[src/rtl/vcom_pkg.sv]
package vcom_pkg;
  localparam int unsigned CODE_W = 10;
  localparam int unsigned PTR_W  = 6;

  // Register selectors on the write and read paths
  typedef enum logic [PTR_W-1:0] {
    SEL_VCOM   = 6'h12,
    SEL_LIM_HI = 6'h1E,
    SEL_LIM_LO = 6'h1F
  } sel_e;

  typedef struct packed {
    logic lo;
    logic hi;
    logic vcom;
  } wsel_t;
endpackage

[src/rtl/vcom_wr_decode.sv]
module vcom_wr_decode
  import vcom_pkg::*;
(
  input  logic             wr_en,
  input  logic [PTR_W-1:0] wr_addr,
  output wsel_t            sel
);
  always_comb begin
    sel      = '0;
    sel.vcom = wr_en && (wr_addr == SEL_VCOM);
    sel.hi   = wr_en && (wr_addr == SEL_LIM_HI);
    sel.lo   = wr_en && (wr_addr == SEL_LIM_LO);
  end
endmodule

[src/rtl/vcom_stage1.sv]
// First layer: requested code plus the two bound registers.
// Slot 0 = code, 1 = upper bound, 2 = lower bound.
module vcom_stage1 #(
  parameter int unsigned W      = 10,
  parameter int unsigned RST_IN = 'h200
) (
  input  logic         clk,
  input  logic         rst_n,
  input  logic [2:0]   wr_sel,
  input  logic [W-1:0] wr_data,
  output logic [W-1:0] in_q,
  output logic [W-1:0] hi_q,
  output logic [W-1:0] lo_q,
  output logic [W-1:0] in_eff,
  output logic [W-1:0] hi_eff,
  output logic [W-1:0] lo_eff
);
  localparam int unsigned SLOTS = 3;

  function automatic logic [W-1:0] rst_of(input int unsigned idx);
    case (idx)
      0:       rst_of = W'(RST_IN);
      1:       rst_of = '1;
      default: rst_of = '0;
    endcase
  endfunction

  for (genvar i = 0; i < SLOTS; i++) begin : g_slot
    logic [W-1:0] q;
    logic [W-1:0] d;

    always_comb begin
      d = q;
      if (wr_sel[i]) d = wr_data;
    end

    always_ff @(posedge clk or negedge rst_n) begin
      if (!rst_n) q <= rst_of(i);
      else        q <= d;
    end
  end

  assign in_q   = g_slot[0].q;
  assign hi_q   = g_slot[1].q;
  assign lo_q   = g_slot[2].q;
  // Forwarded values: what the registers will hold after this edge
  assign in_eff = g_slot[0].d;
  assign hi_eff = g_slot[1].d;
  assign lo_eff = g_slot[2].d;
endmodule

[src/rtl/vcom_clamp.sv]
module vcom_clamp #(
  parameter int unsigned W        = 10,
  parameter int unsigned CODE_MAX = 960
) (
  input  logic [W-1:0] in_v,
  input  logic [W-1:0] hi,
  input  logic [W-1:0] lo,
  output logic [W-1:0] out_v
);
  logic [W-1:0] lim;

  always_comb begin
    lim = in_v;
    if (hi >= lo) begin
      if (in_v > hi)      lim = hi;
      else if (in_v < lo) lim = lo;
    end
  end

  if (CODE_MAX < (2**W) - 1) begin : g_cap
    localparam logic [W-1:0] CAP = W'(CODE_MAX);
    assign out_v = (lim > CAP) ? CAP : lim;
  end else begin : g_nocap
    assign out_v = lim;
  end
endmodule

[src/rtl/vcom_clamp_reg.sv]
module vcom_clamp_reg
  import vcom_pkg::*;
#(
  parameter int unsigned W        = CODE_W,
  parameter int unsigned CODE_MAX = 960,
  parameter int unsigned RST_CODE = 'h200
) (
  input  logic             clk,
  input  logic             rst_n,
  input  logic             wr_en,
  input  logic [PTR_W-1:0] wr_addr,
  input  logic [W-1:0]     wr_data,
  input  logic             upd_en,
  input  logic [PTR_W-1:0] rd_addr,
  output logic [W-1:0]     rd_data,
  output logic [W-1:0]     dac_code,
  output logic [W-1:0]     nvm_data
);
  localparam logic [W-1:0] RST_V = W'(RST_CODE);

  // Reset: asserted asynchronously, released on the clock
  logic [1:0] rs_q;
  logic       rst_sync_n;
  always_ff @(posedge clk or negedge rst_n) begin
    if (!rst_n) rs_q <= 2'b00;
    else        rs_q <= {rs_q[0], 1'b1};
  end
  assign rst_sync_n = rs_q[1];

  wsel_t        wsel;
  logic [W-1:0] in_q, hi_lim, lo_lim;
  logic [W-1:0] in_eff, hi_eff, lo_eff;
  logic [W-1:0] clamped;

  vcom_wr_decode u_dec (
    .wr_en   (wr_en),
    .wr_addr (wr_addr),
    .sel     (wsel)
  );

  vcom_stage1 #(.W(W), .RST_IN(RST_CODE)) u_stage1 (
    .clk     (clk),
    .rst_n   (rst_sync_n),
    .wr_sel  ({wsel.lo, wsel.hi, wsel.vcom}),
    .wr_data (wr_data),
    .in_q    (in_q),
    .hi_q    (hi_lim),
    .lo_q    (lo_lim),
    .in_eff  (in_eff),
    .hi_eff  (hi_eff),
    .lo_eff  (lo_eff)
  );

  vcom_clamp #(.W(W), .CODE_MAX(CODE_MAX)) u_clamp (
    .in_v  (in_eff),
    .hi    (hi_eff),
    .lo    (lo_eff),
    .out_v (clamped)
  );

  // Second layer
  logic [W-1:0] out_q, out_d;
  always_comb begin
    out_d = out_q;
    if (upd_en) out_d = clamped;
  end

  always_ff @(posedge clk or negedge rst_sync_n) begin
    if (!rst_sync_n) out_q <= RST_V;
    else             out_q <= out_d;
  end

  always_comb begin
    rd_data = '0;
    if (rd_addr == SEL_VCOM)        rd_data = out_q;
    else if (rd_addr == SEL_LIM_HI) rd_data = hi_lim;
    else if (rd_addr == SEL_LIM_LO) rd_data = lo_lim;
  end

  assign dac_code = out_q;
  assign nvm_data = in_q;
endmodule

[config.mk]
export PLATFORM = sky130hd
export DESIGN_NAME = vcom_clamp_reg
export DESIGN_NICKNAME = d
export VERILOG_FILES = /design/src/rtl/vcom_pkg.sv /design/src/rtl/vcom_wr_decode.sv /design/src/rtl/vcom_stage1.sv /design/src/rtl/vcom_clamp.sv /design/src/rtl/vcom_clamp_reg.sv
export SDC_FILE = /design/constraint.sdc
export NUM_CORES = 1
export LEC_CHECK = 0
export BUFFER_PORTS_ARGS = -buffer_cell sky130_fd_sc_hd__buf_4
export CORE_MARGIN = 3
export CORE_UTILIZATION = 40
export CTS_BUF_LIST = sky130_fd_sc_hd__clkbuf_4 sky130_fd_sc_hd__clkbuf_8 sky130_fd_sc_hd__clkbuf_16
export DETAILED_ROUTE_END_ITERATION = 10
export PLACE_DENSITY_LB_ADDON = 0.08
export SYNTH_ARGS = -nofsm -noshare
export SYNTH_HDL_FRONTEND = slang
export SYNTH_SLANG_ARGS = --single-unit
[constraint.sdc]
create_clock -name clk -period 1.5 [get_ports clk]
set_input_delay 0.075 -clock clk [delete_from_list [all_inputs] [get_ports clk]]
set_output_delay 0.075 -clock clk [all_outputs]
set_load 0.1 [all_outputs]
==> summary.md <==
| Metric | Value |
|---|---|
| Hold worst-path end | `dac_code[9]` |
| Total CTS buffers | `5` |
| Max-slew violation count | `0` |
| Worst-path fanout max | `8` |
| Worst R2R End | `dac_code[3]` |
| Initial antenna violation count | `0` |
| Sequential share of power | `a little under a quarter` |
| Final critical-path required period | `2.97 ns` |
| Global Route Usage Sum | `between 20 and 25%` |
| Largest family of logic cells by synthesized area | `compound AO/OA/AOI/OAI gates` |
| Post-Synthesis Cells | `299` |
| Core Region | `6870 um2` |
| Area contributors post-synth | `dfrtp_1 26%, dfstp_2 11%, ha_1 10%, mux2i_1 5.2%, mux2_2 4.3%` |
| EDFF count, synth | `0` |
| Worst Tran Pin Value | `~0.54 ns` |
| Post-synthesis mux area share | `10.3%` |
| Hold depth | `2` |
| Peak VDD IR | `approximately 0.74 mV` |
| Clk_skew | `0.00486 ns` |
| I/O Buffers | `55` |
| Critical Path Source Type | `primary input` |
| Worst setup margin | `-1.47 ns` |
| CTS tree | `yes` |
| Most common flop cell mapped by yosys | `dfrtp_1` |
| Routed WL per cell | `about 17 um` |
| Xor and xnor area share after synthesis | `0%` |
| Die Ht | `90.8 um` |
| Syn_nets | `approximately 350` |
| Share of the synthesized area in the top cell type | `between 20% and 30%` |
| Iter 0 DRT Violations | `between 100 and 150` |
| CP Launch Point | `wr_addr[1]` |
| Root buf cell | `clkbuf_8` |
| Max-slew headroom | `between 60% and 70%` |
| Async set or reset register ratio after synthesis | `between 90% and 100%` |
| Area delta synth->final | `57.3%` |
| Comb power frac | `59.9%` |
| DR DRC count | `0` |
| FMAX | `between 300 and 400 MHz` |
| Crit Path Class | `primary input to flip-flop` |
| Syn avg cell area | `9.62 um2` |
| Static leakage | `approximately 2.2 nW` |
| Fraction of the mapped netlist area in compound gates | `between 20% and 30%` |
| Power Total | `~6.7 mW` |
| Failing checks | `setup timing` |
| Reg2reg start | `u_stage1.in_q[1]` |
| Die W | `between 90 and 100 um` |
| Num rows | `30` |
| Status | `finished, violations left` |
| Via Count | `between 2000 and 3000` |
| CP arrival | `around 3.1 ns` |
| Fin nets | `~500` |
| Clk Latency, worst-skew pair | `roughly 0.3 ns` |
| Vias per cell | `around 5.3` |
| Initial core utilization | `41.9%` |
| Synth warn | `0` |
| Clock transition at path regs | `0.09 ns` |
| Sequential element share of the synthesized area | `a little under two fifths` |
| Adder-cell share of the synthesized area | `~11%` |
| RSZ-0062 raised after global routing | `yes` |
| Yosys cell types | `60` |
| Mapped Area | `~2900 um2` |
| Share of layout cells above drive strength 1 | `between 50 and 60%` |
| NetSw | `just over 3 mW` |
| Vias in the first global route | `around 2900` |
| Max-cap violations | `0` |
| Req. time, crit path | `roughly 1.7 ns` |
| PwrDens | `approximately 1500 nW/um2` |
| I/O pins | `between 50 and 60` |
| Routed wire length | `9.19 mm` |
| Simple-gate area share of the yosys netlist | `between 10% and 20%` |
| DP Wirelength | `7.09 mm` |
| Cells on worst reg2reg path | `11` |
| H-tree levels | `2` |
| Max Root-Sink Buffers | `2` |
| Hold Vio Cnt, Final | `0` |
| Sw Share | `between 40% and 50%` |
| Worst Hold Class | `primary input to flip-flop` |
| Internal reg-to-reg setup slack | `-1.44 ns` |
| Antenna Nets Post-Route | `0` |
| Commonest cells post-synth | `30 x dfrtp_1, 30 x inv_1, 30 x nand2_1` |
| Cell Int Power | `between 3 and 4 mW` |
| Post-synth top area cell | `dfrtp_1` |
| Power share of the clock group | `between 10% and 20%` |
| Global-route wire length before repair | `~15 mm` |
| Placer Congestion | `0.873` |
| Crit share post-route | `198%` |
| Pin count of the biggest net entering global routing | `41` |
| #FFs+latches synth | `42` |
| Crit end category | `flip-flop` |
| DR pass1 iterations | `5` |
| Congestion Overflow GR | `0` |
| Hold_sp | `upd_en` |
| Ant diodes | `0` |
| Die area | `around 8200 um2` |
| Clock sink count | `42` |
| Core Util, Final | `between 60% and 70%` |
| # setup viols final | `10` |
flip-flops by register name, summed over array words and instances (netlist names):
name           cells
rs_q               2
u_stage1.in_q     10
u_stage1.hi_q     10
dac_code          10
u_stage1.lo_q     10
power by group through the flow:
stage,Combinational (mW),Sequential (mW),Clock [mW]
3_5_place_dp,3.76,1.56,0
3_3_place_gp,3.73,1.55,0
2_1_floorplan,1.45,2.53,0
5_1_grt,4.27,1.58,1.20
6_report,4.00,1.55,1.14
4_1_cts,3.83,1.54,1.16
area by class of cell:
type | count | area [um2]
multi-input cells | 218 | 1860
fillers | 580 | 2340
inverters | 32 | 120
repair buffers | 153 | 1210
well taps | 96 | 120
clock inverters | 2 | 60.1
clock buffers | 6 | 82.6
flip-flops and latches | 42 | 1080
worst max-delay path by stage:
stage,endpoint,cells after the start
2_1_floorplan,dac_code[0],15
3_3_place_gp,dac_code[5],15
3_5_place_dp,dac_code[4],14
4_1_cts,dac_code[4],11
5_1_grt,dac_code[3],15
6_report,dac_code[3],15
layer usage:
layer	routed length (um)	up-vias	GRT usage, %
met4	114	0	5.28
met2	4310	95	35.1
li1	-	1409	-
met3	573	11	3.50
met5	0	-	0
met1	4190	1396	32.0
repair_timing:
action,in CTS,in global routing
resized for setup,5,27
hold buffers,1,0
pin swaps,8,15
setup endpoints to repair,10,11
setup buffers,2,3
endpoints found under the hold margin,2,0
cloned,0,0
worst max-delay path: stages:
cell	delay (ns)
buf_4	0.12
and4b_2	0.26
nand2_4	0.16
buf_6	0.14
mux2_2	0.37
buf_4	0.17
ha_1	0.30
nand3_1	0.16
nor2_2	0.15
a31oi_2	0.13
a211oi_4	0.32
o21ai_1	0.14
nor3b_4	0.18
o31ai_4	0.31
o22ai_1	0.14
through the flow:
step	setup WS [ns]	hold WS, ns	instances	area, um2	setup TNS, ns
after floorplan	-1.51	-0.221	299	2960	-15.10
after global placement	-1.75	-0.143	536	4160	-17.58
after detailed placement	-1.82	-0.142	536	4160	-18.28
after CTS	-1.42	0.0602	546	4360	-13.53
after global routing	-1.59	0.0852	549	4530	-15.36
final	-1.47	0.0684	549	4530	-14.03
logic make-up (layout without fill, tap and decap cells):
family                   count (synthesis)  in the layout
other                                    1              1
flip-flops                              42             42
multiplexers                            27             27
adder cells (fa/ha/maj)                 25             25
AO/OA/AOI/OAI                           83             83
AND/OR/NAND/NOR                         82             82
buffers and inverters                   39            193
cells in the final DEF (no fill, tap or decap), drive strengths merged, types with 12 or more instances in the layout:
cell   Yosys  layout
buf        6     152
inv       32      32
nand2     31      31
dfrtp     30      30
ha        23      23
nor2      18      18
mux2i     16      16
dfstp     12      12
a31oi     12      12
No activity file was read; power rests on OpenSTA's default activity.
